--- config.mk ---
export PLATFORM = sky130hd
export DESIGN_NAME = vec_irq_ctrl
export DESIGN_NICKNAME = d
export VERILOG_FILES = /design/src/rtl/vec_irq_ctrl.sv
export SDC_FILE = /design/constraint.sdc
export NUM_CORES = 1
export LEC_CHECK = 0
export BUFFER_PORTS_ARGS = -buffer_cell sky130_fd_sc_hd__buf_2
export CORE_MARGIN = 4
export CORE_UTILIZATION = 52
export CTS_CLUSTER_DIAMETER = 50
export DETAILED_ROUTE_END_ITERATION = 7
export GPL_TIMING_DRIVEN = 1
export PLACE_DENSITY = 0.75
export SETUP_SLACK_MARGIN = 0.4
export SLEW_MARGIN = 20
export SYNTH_ARGS = -nofsm -noshare
export SYNTH_HDL_FRONTEND = slang
export SYNTH_SLANG_ARGS = --single-unit
--- constraint.sdc ---
create_clock -name clk -period 3.3 [get_ports clk]
set_input_delay 0.495 -clock clk [delete_from_list [all_inputs] [get_ports clk]]
set_output_delay 0.495 -clock clk [all_outputs]
set_load 0.01 [all_outputs]
--- src/rtl/vec_irq_ctrl.sv ---
module vec_irq_ctrl #(
  parameter int N_LINES  = 64,
  parameter int VEC_BASE = 64,
  parameter int LVL_W    = 4
) (
  input  logic               clk,
  input  logic               rst_n,
  input  logic [63:0]        irq_in,
  input  logic [LVL_W-1:0]   cpu_level,
  input  logic               ack_valid,
  input  logic [6:0]         ack_vector,
  output logic               irq_req,
  output logic [6:0]         irq_vector,
  output logic [LVL_W-1:0]   irq_level
);
  localparam int VEC_W = 7;
  localparam int IDX_W = $clog2(N_LINES);

  logic [N_LINES-1:0] sync1, sync2, prev, pend, edge_det, ack_mask;
  logic [VEC_W-1:0]   ack_off, win_vec;
  logic [IDX_W-1:0]   win_idx;
  logic               any_pend;
  logic [LVL_W-1:0]   win_lvl;

  always_ff @(posedge clk or negedge rst_n) begin
    if (!rst_n) begin
      sync1 <= '0;
      sync2 <= '0;
      prev  <= '0;
    end else begin
      sync1 <= irq_in[N_LINES-1:0];
      sync2 <= sync1;
      prev  <= sync2;
    end
  end

  assign edge_det = sync2 & ~prev;
  assign ack_off  = ack_vector - VEC_W'(VEC_BASE);

  always_comb begin
    ack_mask = '0;
    if (ack_valid && ack_vector >= VEC_W'(VEC_BASE) && ack_off < VEC_W'(N_LINES))
      ack_mask[ack_off[IDX_W-1:0]] = 1'b1;
  end

  always_ff @(posedge clk or negedge rst_n) begin
    if (!rst_n) pend <= '0;
    else        pend <= (pend & ~ack_mask) | edge_det;
  end

  always_comb begin
    win_idx  = '0;
    any_pend = 1'b0;
    for (int i = 0; i < N_LINES; i++) begin
      if (pend[i]) begin
        win_idx  = IDX_W'(i);
        any_pend = 1'b1;
      end
    end
  end

  assign win_vec    = VEC_W'(VEC_BASE) + VEC_W'(win_idx);
  assign win_lvl    = win_vec[LVL_W+1:2];
  assign irq_req    = any_pend && (win_lvl > cpu_level);
  assign irq_vector = irq_req ? win_vec : '0;
  assign irq_level  = irq_req ? win_lvl : '0;
endmodule


[Word level (Yosys, flattened, before mapping)]
Index checks and enable logic that the tools add are counted.
Word-level totals
  bits in registers: 256
  output and inout port bits: 12
  word-level logic and storage cells: 152
Operators by class
  $add $sub $neg: 2
  order comparisons: 5
  mux-type cells: 132
  bitwise logic cells: 5
  reduce and logical (&&, ||, !) cells: 4
Operator list (count)
  two-way mux 6 bit: 61
  bitwise AND 64 bit: 2
  NOT 64 bit: 2
  two-way mux 1 bit: 66
  two-way mux 64 bit: 1
  bitwise OR 64 bit: 1
  adder 7 x 6 -> 7 bit, first input constant: 1
  >= comparator 7 bit, second input constant: 1
  < comparator 6 x 7 -> 1 bit, second input constant: 1
  < comparator 7 bit, second input constant: 1
  two-way mux 7 bit: 1
  subtractor 7 bit, second input constant: 1
  demux 1 bit (select 6 bit): 1
  >= comparator 6 x 1 -> 1 bit, second input constant: 1
  > comparator 4 bit: 1
  logical AND 1 bit: 4
  two-way mux 4 bit: 1
  two-way mux 2 bit: 1

[Depth between registers and ports, before layout]
Gate-level depths: netlist of the first run.
  word-level depth: 67
  depth in mapped cells: 14

[Worst setup path after synthesis of the first run]
OpenSTA, ideal clock, no wires.
  path kind: reg-to-output
  start point: register pend[8]
  end point: output irq_vector[3]
  arrival time: 3.140 ns
  data required time: 2.805 ns
  setup slack: -0.335 ns
  cell stages (with the launch flop): 15
  path buffers: 1
  cell sequence: dfrtp_1 or4_4 nor4b_4 nor2_1 o211ai_1 a31oi_1 or2_1 ha_1 nor2b_1 o21a_1 o21a_1 o21ai_0 o21bai_2 o21ba_1 buf_4
Between the ends
  longest elaborated chain between the ends: 60
RTL lines
  start, declared: line 19  | logic [N_LINES-1:0] sync1, sync2, prev, pend, edge_det, ack_mask;
  start signal, assigned: line 48  | else pend <= (pend & ~ack_mask) | edge_det;
  two-way mux 6 bit (56 in series): line 55  | if (pend[i]) begin
  adder 7 x 6 -> 7 bit: line 62  | assign win_vec = VEC_W'(VEC_BASE) + VEC_W'(win_idx);
  > comparator 4 bit: line 64  | assign irq_req = any_pend && (win_lvl > cpu_level);
  logical AND 1 bit: line 64
  two-way mux 7 bit (*): line 65  | assign irq_vector = irq_req ? win_vec : '0;
  end, declared: line 13  | output logic [6:0] irq_vector,
Mark *: on every way between the ends. The rest lies on a longest branch, timed or not.

[Worst setup path in the final report of the first run]
  start point: register pend[8]
  end point: output irq_vector[0]
The elaborated chain is that of the path after synthesis.

==> results of run 1 <==
## layer usage
layer / vias up / global-route usage / part of all wire / wire [um]
li1: 2532 / - / - / -
met1: 2650 / 0.285 / 0.42 / 7790
met2: 196 / 0.361 / 0.49 / 9200
met3: 44 / 0.0346 / 0.061 / 1150
met4: 0 / 0.0778 / 0.033 / 622
met5: - / 0 / 0 / 0
## worst reg2reg max path, cell delays in order, from the launching register on
cell,delay (ns)
dfrtp_1,0.37
buf_4,0.13
buf_4,0.13
o21ai_0,0.09
o21ai_0,0.14
## what timing repair did
action                                  CTS  global route
hold buffers                              1             0
resized for setup                        12             4
buffers inserted                          4             0
gates cloned                              0             0
pin swaps                                 1             0
hold endpoints to repair                 85             0
endpoints found under the setup margin   12            12
## final cells by class
cell class              instances  area share
multi-input cells             296       0.161
well taps                     216      0.0254
clock inverters                10      0.0147
repair buffers                166       0.102
inverters                      80      0.0282
clock buffers                  34      0.0658
flip-flops and latches        256       0.602
## worst paths after layout
check	from	to	slack [ns]	depth (start not counted)
hold / removal	irq_in[15]	sync1[15]$_DFF_PN0_	0.07	1
setup / recovery	pend[8]$_DFF_PN0_	irq_vector[0]	-0.93	15
setup reg to reg	pend[8]$_DFF_PN0_	pend[8]$_DFF_PN0_	2.30	4
min in group asynchronous	rst_n	sync2[6]$_DFF_PN0_	0.56	2
hold reg to reg	sync1[18]$_DFF_PN0_	sync2[18]$_DFF_PN0_	0.34	0
max in group asynchronous	rst_n	sync1[60]$_DFF_PN0_	1.82	3
## kinds of logic after synthesis
kind of cell    count (synthesis)
compound gates                181
fa+ha+maj                       4
buf+inv                        87
flops                         256
simple gates                  111
## per-stage QoR
step / worst slack, ns / area (um^2) / util / total power, W / hold WS [ns]
2_1_floorplan: -0.239 / 8410 / - / 0.00342 / 0.199
3_3_place_gp: -0.356 / 9660 / 0.610 / 0.00358 / 0.332
3_5_place_dp: -0.506 / 9660 / 0.610 / 0.00360 / 0.335
4_1_cts: -0.900 / 10600 / 0.671 / 0.00652 / 0.0464
5_1_grt: -1.12 / 10600 / 0.672 / 0.00671 / 0.0423
6_report: -0.931 / 10600 / 0.672 / 0.00647 / 0.0679
## Yosys cell counts (all sizes together)
library cell,count
a211oi,1
ha,4
inv,80
or4,1
o2111ai,2
nand2,13
nand4,4
o31ai,4
o41ai,1
nand4b,1
nand3,6
nor2,30
and2,1
or3,2
o21ai,140
nand2b,2
nor4,17
or3b,3
nor4b,1
nand3b,5
or2,7
nor3,13
o21a,3
dfrtp,256
a221oi,2
a31oi,2
a2111oi,1
o21bai,3
o211ai,2
a41o,1
clkbuf,2
nor2b,5
o21ba,1
a211o,1
buf,5
a311oi,1
o221ai,1
a21oi,15
## power by group through the flow
| stage | Sequential, W | Combinational (W) | Clock, W |
|---|---|---|---|
| floorplan | 0.00336 | 0.0000631 | 0 |
| CTS | 0.00332 | 0.000237 | 0.00297 |
| detailed placement | 0.00338 | 0.000223 | 0 |
| finish | 0.00332 | 0.000237 | 0.00292 |
| global route | 0.00333 | 0.000269 | 0.00311 |
| global placement | 0.00337 | 0.000215 | 0 |
## sequential cells by signal (all words and copies together), names as in the netlist
register / count
pend: 64
sync2: 64
prev: 64
sync1: 64
## cell usage in the layout, fill, tap and decap left out, drive strengths merged, types with 6 or more instances in the layout
cell    instances
dfrtp         256
buf           165
o21ai         140
inv            83
clkbuf         34
nor2           30
nor4           17
a21oi          15
nand2          13
nor3           13
or2             7
nand3           6
==> impl_metrics.tcl, run 1 <==
set metrics [dict create \
    detailroute.via_count 5422 \
    avgSynthCellArea_um2 13.1 \
    grt_overflow 0 \
    leakage_nw 4.77 \
    yosys_warnings 0 \
    synthMuxAreaShare 0 \
    worstPathRequired_ns 2.80 \
    hp-class "primary input to flip-flop" \
    fin_tns_setup_ns -10.58 \
    cap_viol_max_count 0 \
    ys_ff_latch 256 \
    num_antenna_cells 0 \
    cp_slowest_stage_delay_ns 0.57 \
    clk_latency_ns 0.52 \
    status "finished with violations" \
    firstDrtPassIters 6 \
    die_h_um 135 \
    die_w_um 135 \
    grt_start_max_net_pins 95 \
    syn_area_um2 8400 \
    period_needed_ns 4.23 \
    final-seq-area_um2 6410 \
    p_int_w 0.00510 \
    fill_cells 1144 \
    cp_cell_sequence "or4_4 -> nor4b_4 -> nor2_1 -> o211ai_1 -> a31oi_1 -> or2_1 -> ha_4 -> nor2b_4 -> o21a_1 -> o21a_1 -> o21ai_2 -> o21bai_4 -> a311oi_2 -> buf_4 -> buf_6" \
    crit_buf_inv 2 \
    drv_slew 0 \
    grtUsageTotal 0.214 \
    drive_above_1_share 0.267 \
    crit_family "simple AND/OR/NAND/NOR gates" \
    critPathLaunchType "flip-flop" \
    clk_pin_slew_ns 0.07 \
    final_nets 908 \
    synthAdderAreaFrac 0.00596 \
    synth_cell_type_count 42 \
    worst_pin_slew_ns 0.641 \
    switchingPower_w 0.00137 \
    synth-compound-area-share 0.118 \
    start_util 0.531 \
    htreeDepth 1 \
    p_seq_frac 0.513 \
    rows 46 \
    routedWlPerCell_um 17.7 \
    swShare 0.212 \
    clock_sinks 256 \
    synth_xor_area_frac 0 \
    setup_viol 12 \
    synth_top_area_share 0.763 \
    grt_pass1_wl_um 30600 \
    syn_to_final_growth_pct 26.7 \
    setup_ws_ns -0.931 \
    drc_errors 0 \
    io_buffers 89 \
    antenna_found_initial 0 \
    die_area_um2 18200 \
    dp_cells 1009 \
    ir_drop_mv 0.439 \
    syn_inst 639 \
    worst-path-max-fanout 4 \
    failed_checks "negative setup slack" \
    path_class "flip-flop to output port" \
    via_per_inst 5.12 \
    ant_nets 0 \
    pwr-share-clk 0.450 \
    power_frac_comb 0.037 \
    fmax_mhz 236 \
    synth.largest_area_cell "dfrtp_1" \
    cts_tree "built" \
    cp_common_cell "o21a_1" \
    rsz0062_at_grt "yes" \
    multiInputGateArea_um2 1720 \
    cp-end-kind "output port" \
    final_cells 1058 \
    relSlewSlack 0.573 \
    root_buffer "clkbuf_16" \
    p_per_area_nw_per_um2 608 \
    gp_congestion 0.882 \
    grt_pass1_vias 5879 \
    finalHoldViolCount 0 \
    skew_ns 0.0136 \
    cts_max_path_buffers 3 \
    cpMaxStageDelayCell "or4_4" \
    design.core.area_um2 15800 \
    fin_crit_sh 1.28 \
    routed_wl_um 18800 \
    synth_nets 721 \
    synth_top_cells_by_area "dfrtp_1 (76%), o21ai_0 (8.3%), inv_1 (3.6%)" \
    cts_inserted_buffers 26 \
    io_pins 90 \
    first_iter_violations 411 \
    dpl.hpwl_um 12400 \
    crit_arrival_ns 3.74 \
    synth_top_family_by_area "compound AO/OA/AOI/OAI gates" \
    yosys.area_share.simple 0.0724 \
    ys_seq_area_frac 0.763 \
]
Power figures use the tool's default switching activity.
==> inputs of run 2 (changes only) <==
--- a/config.mk
+++ b/config.mk
@@ -5,13 +5,14 @@
 export SDC_FILE = /design/constraint.sdc
 export NUM_CORES = 1
 export LEC_CHECK = 0
+export ABC_AREA = 1
 export BUFFER_PORTS_ARGS = -buffer_cell sky130_fd_sc_hd__buf_2
 export CORE_MARGIN = 4
-export CORE_UTILIZATION = 52
+export CORE_UTILIZATION = 55
 export CTS_CLUSTER_DIAMETER = 50
 export DETAILED_ROUTE_END_ITERATION = 7
 export GPL_TIMING_DRIVEN = 1
-export PLACE_DENSITY = 0.75
+export PLACE_DENSITY = 0.81
 export SETUP_SLACK_MARGIN = 0.4
 export SLEW_MARGIN = 20
 export SYNTH_ARGS = -nofsm -noshare
==> constraint.sdc (replaced) <==
create_clock -name clk -period 3.9 [get_ports clk]
set_input_delay 0.585 -clock clk [delete_from_list [all_inputs] [get_ports clk]]
set_output_delay 0.585 -clock clk [all_outputs]
set_load 0.01 [all_outputs]
==> impl_metrics.tcl, run 2 <==
set metrics [dict create \
    status "finished with violations" \
    failed_checks "negative setup slack" \
    drv_slew 0 \
    via_per_inst 5.02 \
    ys_ff_latch 256 \
    syn_to_final_growth_pct 22.3 \
    io_pins 90 \
    clk_pin_slew_ns 0.06 \
    top_usage_layer "met2" \
    ir_drop_mv 0.518 \
    cp_slowest_stage_delay_ns 0.38 \
    synth_top_cells_by_area "dfrtp_1 (73%), o21ai_0 (7.4%), inv_1 (5.9%)" \
    ys_seq_area_frac 0.731 \
    worst-path-max-fanout 2 \
    grt_start_max_net_pins 108 \
    grt_util_met1 0.251 \
    syn_inst 746 \
    first_iter_violations 544 \
    rows 45 \
    grt_overflow 0 \
    synth_cell_type_count 23 \
    ys_top_cells_by_count "dfrtp_1 (256), inv_1 (138), o21ai_0 (130)" \
    clk_latency_ns 0.53 \
    finalHoldViolCount 0 \
    ant_nets 0 \
    detailroute.via_count 5599 \
    dpl.hpwl_um 10900 \
    utilization 0.695 \
    die_h_um 134 \
    root_buffer "clkbuf_16" \
    cap_viol_max_count 0 \
    clock_sinks 256 \
    ys_async_sr_fraction 1.00 \
    synth_edf_count 0 \
    yosys_warnings 0 \
    grtUsageTotal 0.205 \
    die_area_um2 18000 \
    cts_tree "built" \
    synth_top_area_share 0.731 \
    io_buffers 89 \
    die_w_um 134 \
    final_cell_mix "dfrtp_1 (255), inv_1 (137), o21ai_0 (128), nand2_1 (104), buf_2 (83)" \
    fmax_mhz 204 \
    cp-end-kind "output port" \
    grt_pass1_vias 5851 \
    synth_flop_cell "dfrtp_1" \
    drive_above_1_share 0.220 \
    worstPathRequired_ns 3.31 \
    crit_arrival_ns 4.32 \
    syn_area_um2 8760 \
    met2_usage 0.354 \
    cts_max_path_buffers 3 \
    grt_pass1_wl_um 29000 \
    synth.largest_area_cell "dfrtp_1" \
    hp-class "primary input to asynchronous set/reset pin" \
    firstDrtPassIters 7 \
    routed_wl_um 18100 \
    start_util 0.568 \
    drc_errors 0 \
    final_nets 968 \
    setup_viol 3 \
    synth_nets 828 \
    yosysMostFrequentCell "dfrtp_1" \
    gp_congestion 0.838 \
    path_class "flip-flop to output port" \
    critPathLaunchType "flip-flop" \
    ctsHoldBuffers 0 \
    post-place-ws_ns -0.252 \
    cts_inserted_buffers 26 \
    setup_ws_ns -1.00 \
    antenna_found_initial 1 \
    skew_ns 0.00790 \
    leakage_nw 5.18 \
    use_met3 0.0428 \
    rsz0062_at_grt "yes" \
    cp_common_cell "nand2_1" \
    final_common_cell "dfrtp_1" \
    period_needed_ns 4.90 \
    cpMaxStageDelayCell "dfrtp_1" \
    worst_pin_slew_ns 0.794 \
    htreeDepth 1 \
    relSlewSlack 0.471 \
    routedWlPerCell_um 16.3 \
    design.core.area_um2 15400 \
    fin_crit_sh 1.26 \
    fin_tns_setup_ns -1.05 \
    p_per_area_nw_per_um2 516 \
    avgSynthCellArea_um2 11.7 \
]
-- run 2: area by class of cell --
type | count | area (um^2)
Sequential cell | 256 | 6410
Fill cell | 1035 | 4710
Multi-Input combinational cell | 328 | 1620
Inverter | 157 | 790
Timing Repair Buffer | 117 | 733
Clock buffer | 34 | 731
Tap cell | 211 | 264
Clock inverter | 11 | 169
Antenna cell | 1 | 2.50
-- run 2: path summary, 6_finish.rpt --
path / from / cells after the start / endpoint / slack (ns)
setup / recovery: pend[2]$_DFF_PN0_ / 64 / irq_vector[0] / -1.00
hold / removal: rst_n / 1 / sync1[21]$_DFF_PN0_ / 0.08
setup reg to reg: pend[7]$_DFF_PN0_ / 3 / pend[7]$_DFF_PN0_ / 2.98
hold reg to reg: sync1[46]$_DFF_PN0_ / 0 / sync2[46]$_DFF_PN0_ / 0.34
max in group asynchronous: rst_n / 2 / sync1[61]$_DFF_PN0_ / 2.94
min in group clk: irq_in[50] / 1 / sync1[50]$_DFF_PN0_ / 0.16
-- run 2: kinds of logic after synthesis --
family	count (synthesis)	share of synthesized area
adders and majority gates	4	0.00571
and+or+nand+nor	177	0.0815
AOI/OAI and AO/OA	147	0.0864
buffers and inverters	162	0.0951
DFF	256	0.731
-- run 2: report_power, final --
part | switching, W | leakage [nW] | internal [W] | total, W
registers | 0.0000470 | 2.80 | 0.00277 | 0.00281
clock network | 0.000990 | 0.426 | 0.00152 | 0.00251
logic | 0.000123 | 1.96 | 0.0000765 | 0.000199
-- run 2: through the flow --
stage	total power [W]	hold slack [ns]	instances	instance area [um^2]
floorplan	0.00290	0.289	746	8760
global placement	0.00303	0.333	1049	9530
detailed placement	0.00304	0.335	1049	9530
CTS	0.00556	0.120	1112	10600
global route	0.00574	0.134	1115	10700
finish	0.00553	0.0824	1115	10700
-- run 2: what timing repair did --
action                                  4_1_cts  5_1_grt
endpoints found under the setup margin       12       12
pin swaps                                    13        6
resized for setup                            20       18
setup buffers                                18        2
-- run 2: metal layers --
metal  part of all wire  up-vias  wire length (um)
met4              0.043        0               777
li1                   -     2602                 -
met2               0.51      217              9310
met1               0.37     2716              6760
met5                  0        -                 0
met3              0.071       64              1300
-- run 2: worst max-delay path: cells and delay by family, from the launching register on --
| family | cells | cell delay, ns |
|---|---|---|
| AND/OR/NAND/NOR | 61 | 3.10 |
| flip-flops | 1 | 0.38 |
| buffers and inverters | 2 | 0.20 |
| AO/OA/AOI/OAI | 1 | 0.12 |
==> inputs of run 3 (changes only) <==
==> constraint.sdc (replaced) <==
create_clock -name clk -period 3.9 [get_ports clk]
set_input_delay 0.585 -clock clk [delete_from_list [all_inputs] [get_ports clk]]
set_output_delay 0.585 -clock clk [all_outputs]
set_load 0.005 [all_outputs]
==> impl_metrics.tcl, run 3 (same netlist as run 2, synthesis figures left out) <==
set metrics [dict create \
    status "finished with violations" \
    failed_checks "negative setup slack" \
    skew_ns 0.00417 \
    routed_wl_um 17800 \
    period_needed_ns 4.93 \
    worst_pin_slew_ns 0.785 \
    fmax_mhz 203 \
    rsz0062_at_grt "yes" \
    power_frac_comb 0.034 \
    antenna_found_initial 1 \
    drc_errors 0 \
    finalHoldViolCount 0 \
    clock_sinks 256 \
    die_area_um2 18000 \
    final_cell_mix "dfrtp_1 (255), inv_1 (136), o21ai_0 (128), nand2_1 (103), buf_2 (87)" \
    worst-path-max-fanout 2 \
    placed_cell_area_um2 9530 \
    leakage_nw 5.15 \
    ant_nets 0 \
    firstDrtPassIters 6 \
    hp-class "primary input to asynchronous set/reset pin" \
    grtUsageTotal 0.202 \
    grt_overflow 0 \
    cp_common_cell "nand2_1" \
    grt_pass1_vias 5825 \
    multiInputGateArea_um2 1640 \
    endpoint "irq_vector[0]" \
    reg2reg_depth 3 \
    routedWlPerCell_um 16.0 \
    worstPathRequired_ns 3.31 \
    die_h_um 134 \
    design.core.area_um2 15400 \
    drv_slew 0 \
    final_common_cell "dfrtp_1" \
    rows 45 \
    path_class "flip-flop to output port" \
    die_w_um 134 \
    worstReg2RegEnd "pend[7]$_DFF_PN0_" \
    final-seq-area_um2 6410 \
    critPathLaunchType "flip-flop" \
    grt_start_max_net_pins 108 \
    critPathLaunch "pend[2]$_DFF_PN0_" \
    cp-end-kind "output port" \
    fin_crit_sh 1.26 \
    cts_max_path_buffers 3 \
    setup_viol 1 \
    htreeDepth 1 \
    io_buffers 89 \
    start_util 0.568 \
    crit_arrival_ns 4.34 \
    utilization 0.691 \
    dpl.hpwl_um 11100 \
    switchingPower_w 0.00115 \
    cpMaxStageDelayCell "dfrtp_1" \
    relSlewSlack 0.477 \
    cts_tree "built" \
    r2r_slack_ns 2.92 \
    clk_pin_slew_ns 0.06 \
    pwr-share-clk 0.453 \
    p_seq_frac 0.513 \
    io_pins 90 \
    first_iter_violations 488 \
    via_per_inst 5.04 \
    dp_cells 1049 \
    syn_to_final_growth_pct 21.6 \
    grt_pass1_wl_um 28600 \
    cap_viol_max_count 0 \
    gp_congestion 0.838 \
    detailroute.via_count 5597 \
    fin_area_um2 10700 \
    root_buffer "clkbuf_16" \
    clk_latency_ns 0.53 \
    p_int_w 0.00434 \
    drive_above_1_share 0.220 \
    swShare 0.209 \
    ir_drop_mv 0.365 \
    fill_cells 1034 \
    timing.rr.start "pend[7]$_DFF_PN0_" \
    post-place-ws_ns -0.233 \
    p_per_area_nw_per_um2 515 \
    setup_ws_ns -1.03 \
    final_nets 963 \
    final_cells 1111 \
    cp_slowest_stage_delay_ns 0.37 \
    cts_inserted_buffers 25 \
    timing.hold.ws_ns 0.103 \
]
run 3: cell count changes in the layout (fill, tap and decap cells not counted), sizes merged:
cell,delta
buf,-4
inv,+1
clkinvlp,-2
clkbuf,+1
run 3: metal layers:
layer  part of all wire  track usage  wire (um)  vias up
met5                  0            0          0        -
met4              0.051        0.100        913        0
met3              0.062       0.0353       1100       75
met2               0.50        0.342       8900      237
met1               0.39        0.255       6850     2695
li1                   -            -          -     2590
run 3: what timing repair did:
action / in CTS / in global routing
pin swaps: 13 / 8
endpoints found under the setup margin: 12 / 12
hold buffers: 0 / 0
gates resized for setup: 26 / 13
setup buffers: 15 / 1
run 3: power groups by stage:
| stage | logic (W) | clock network, W | registers, W |
|---|---|---|---|
| 2_1_floorplan | 0.0000583 | 0 | 0.00284 |
| 3_3_place_gp | 0.000170 | 0 | 0.00285 |
| 3_5_place_dp | 0.000176 | 0 | 0.00286 |
| 4_1_cts | 0.000187 | 0.00254 | 0.00281 |
| 5_1_grt | 0.000216 | 0.00265 | 0.00282 |
| 6_report | 0.000188 | 0.00249 | 0.00281 |
run 3: worst min-delay path by stage:
stage                     depth (start not counted)           startpoint  slack (ns)                  end
final                                             1                rst_n        0.10  sync1[21]$_DFF_PN0_
after global placement                            0  sync1[45]$_DFF_PN0_        0.33  sync2[45]$_DFF_PN0_
after global routing                              1           irq_in[41]        0.13  sync1[41]$_DFF_PN0_
after detailed placement                          0  sync1[11]$_DFF_PN0_        0.33  sync2[11]$_DFF_PN0_
after CTS                                         1                rst_n        0.12  sync1[21]$_DFF_PN0_
after floorplan                                   0                rst_n        0.29    pend[0]$_DFF_PN0_
run 3: worst max-delay path: cells and delay by family (launching register included):
family / cells / cell delay (ns)
AND/OR/NAND/NOR: 61 / 3.13
buffers and inverters: 2 / 0.18
flip-flops: 1 / 0.37
AO/OA/AOI/OAI: 1 / 0.12
run 3: final cells by class:
cell class,instances,share of cell area
sequential,256,0.601
multi-input combinational,328,0.154
inverter,157,0.0741
clock buffer,35,0.0679
timing repair buffer,113,0.0637
tap,211,0.0248
clock inverter,10,0.0143
antenna,1,0.000235
run 3: metrics by stage:
stage | TNS (ns) | power (W)
after global placement | -0.166 | 0.00302
after CTS | -0.903 | 0.00554
after global routing | -2.70 | 0.00569
final | -1.03 | 0.00549
after detailed placement | -0.233 | 0.00303
after floorplan | 0 | 0.00290
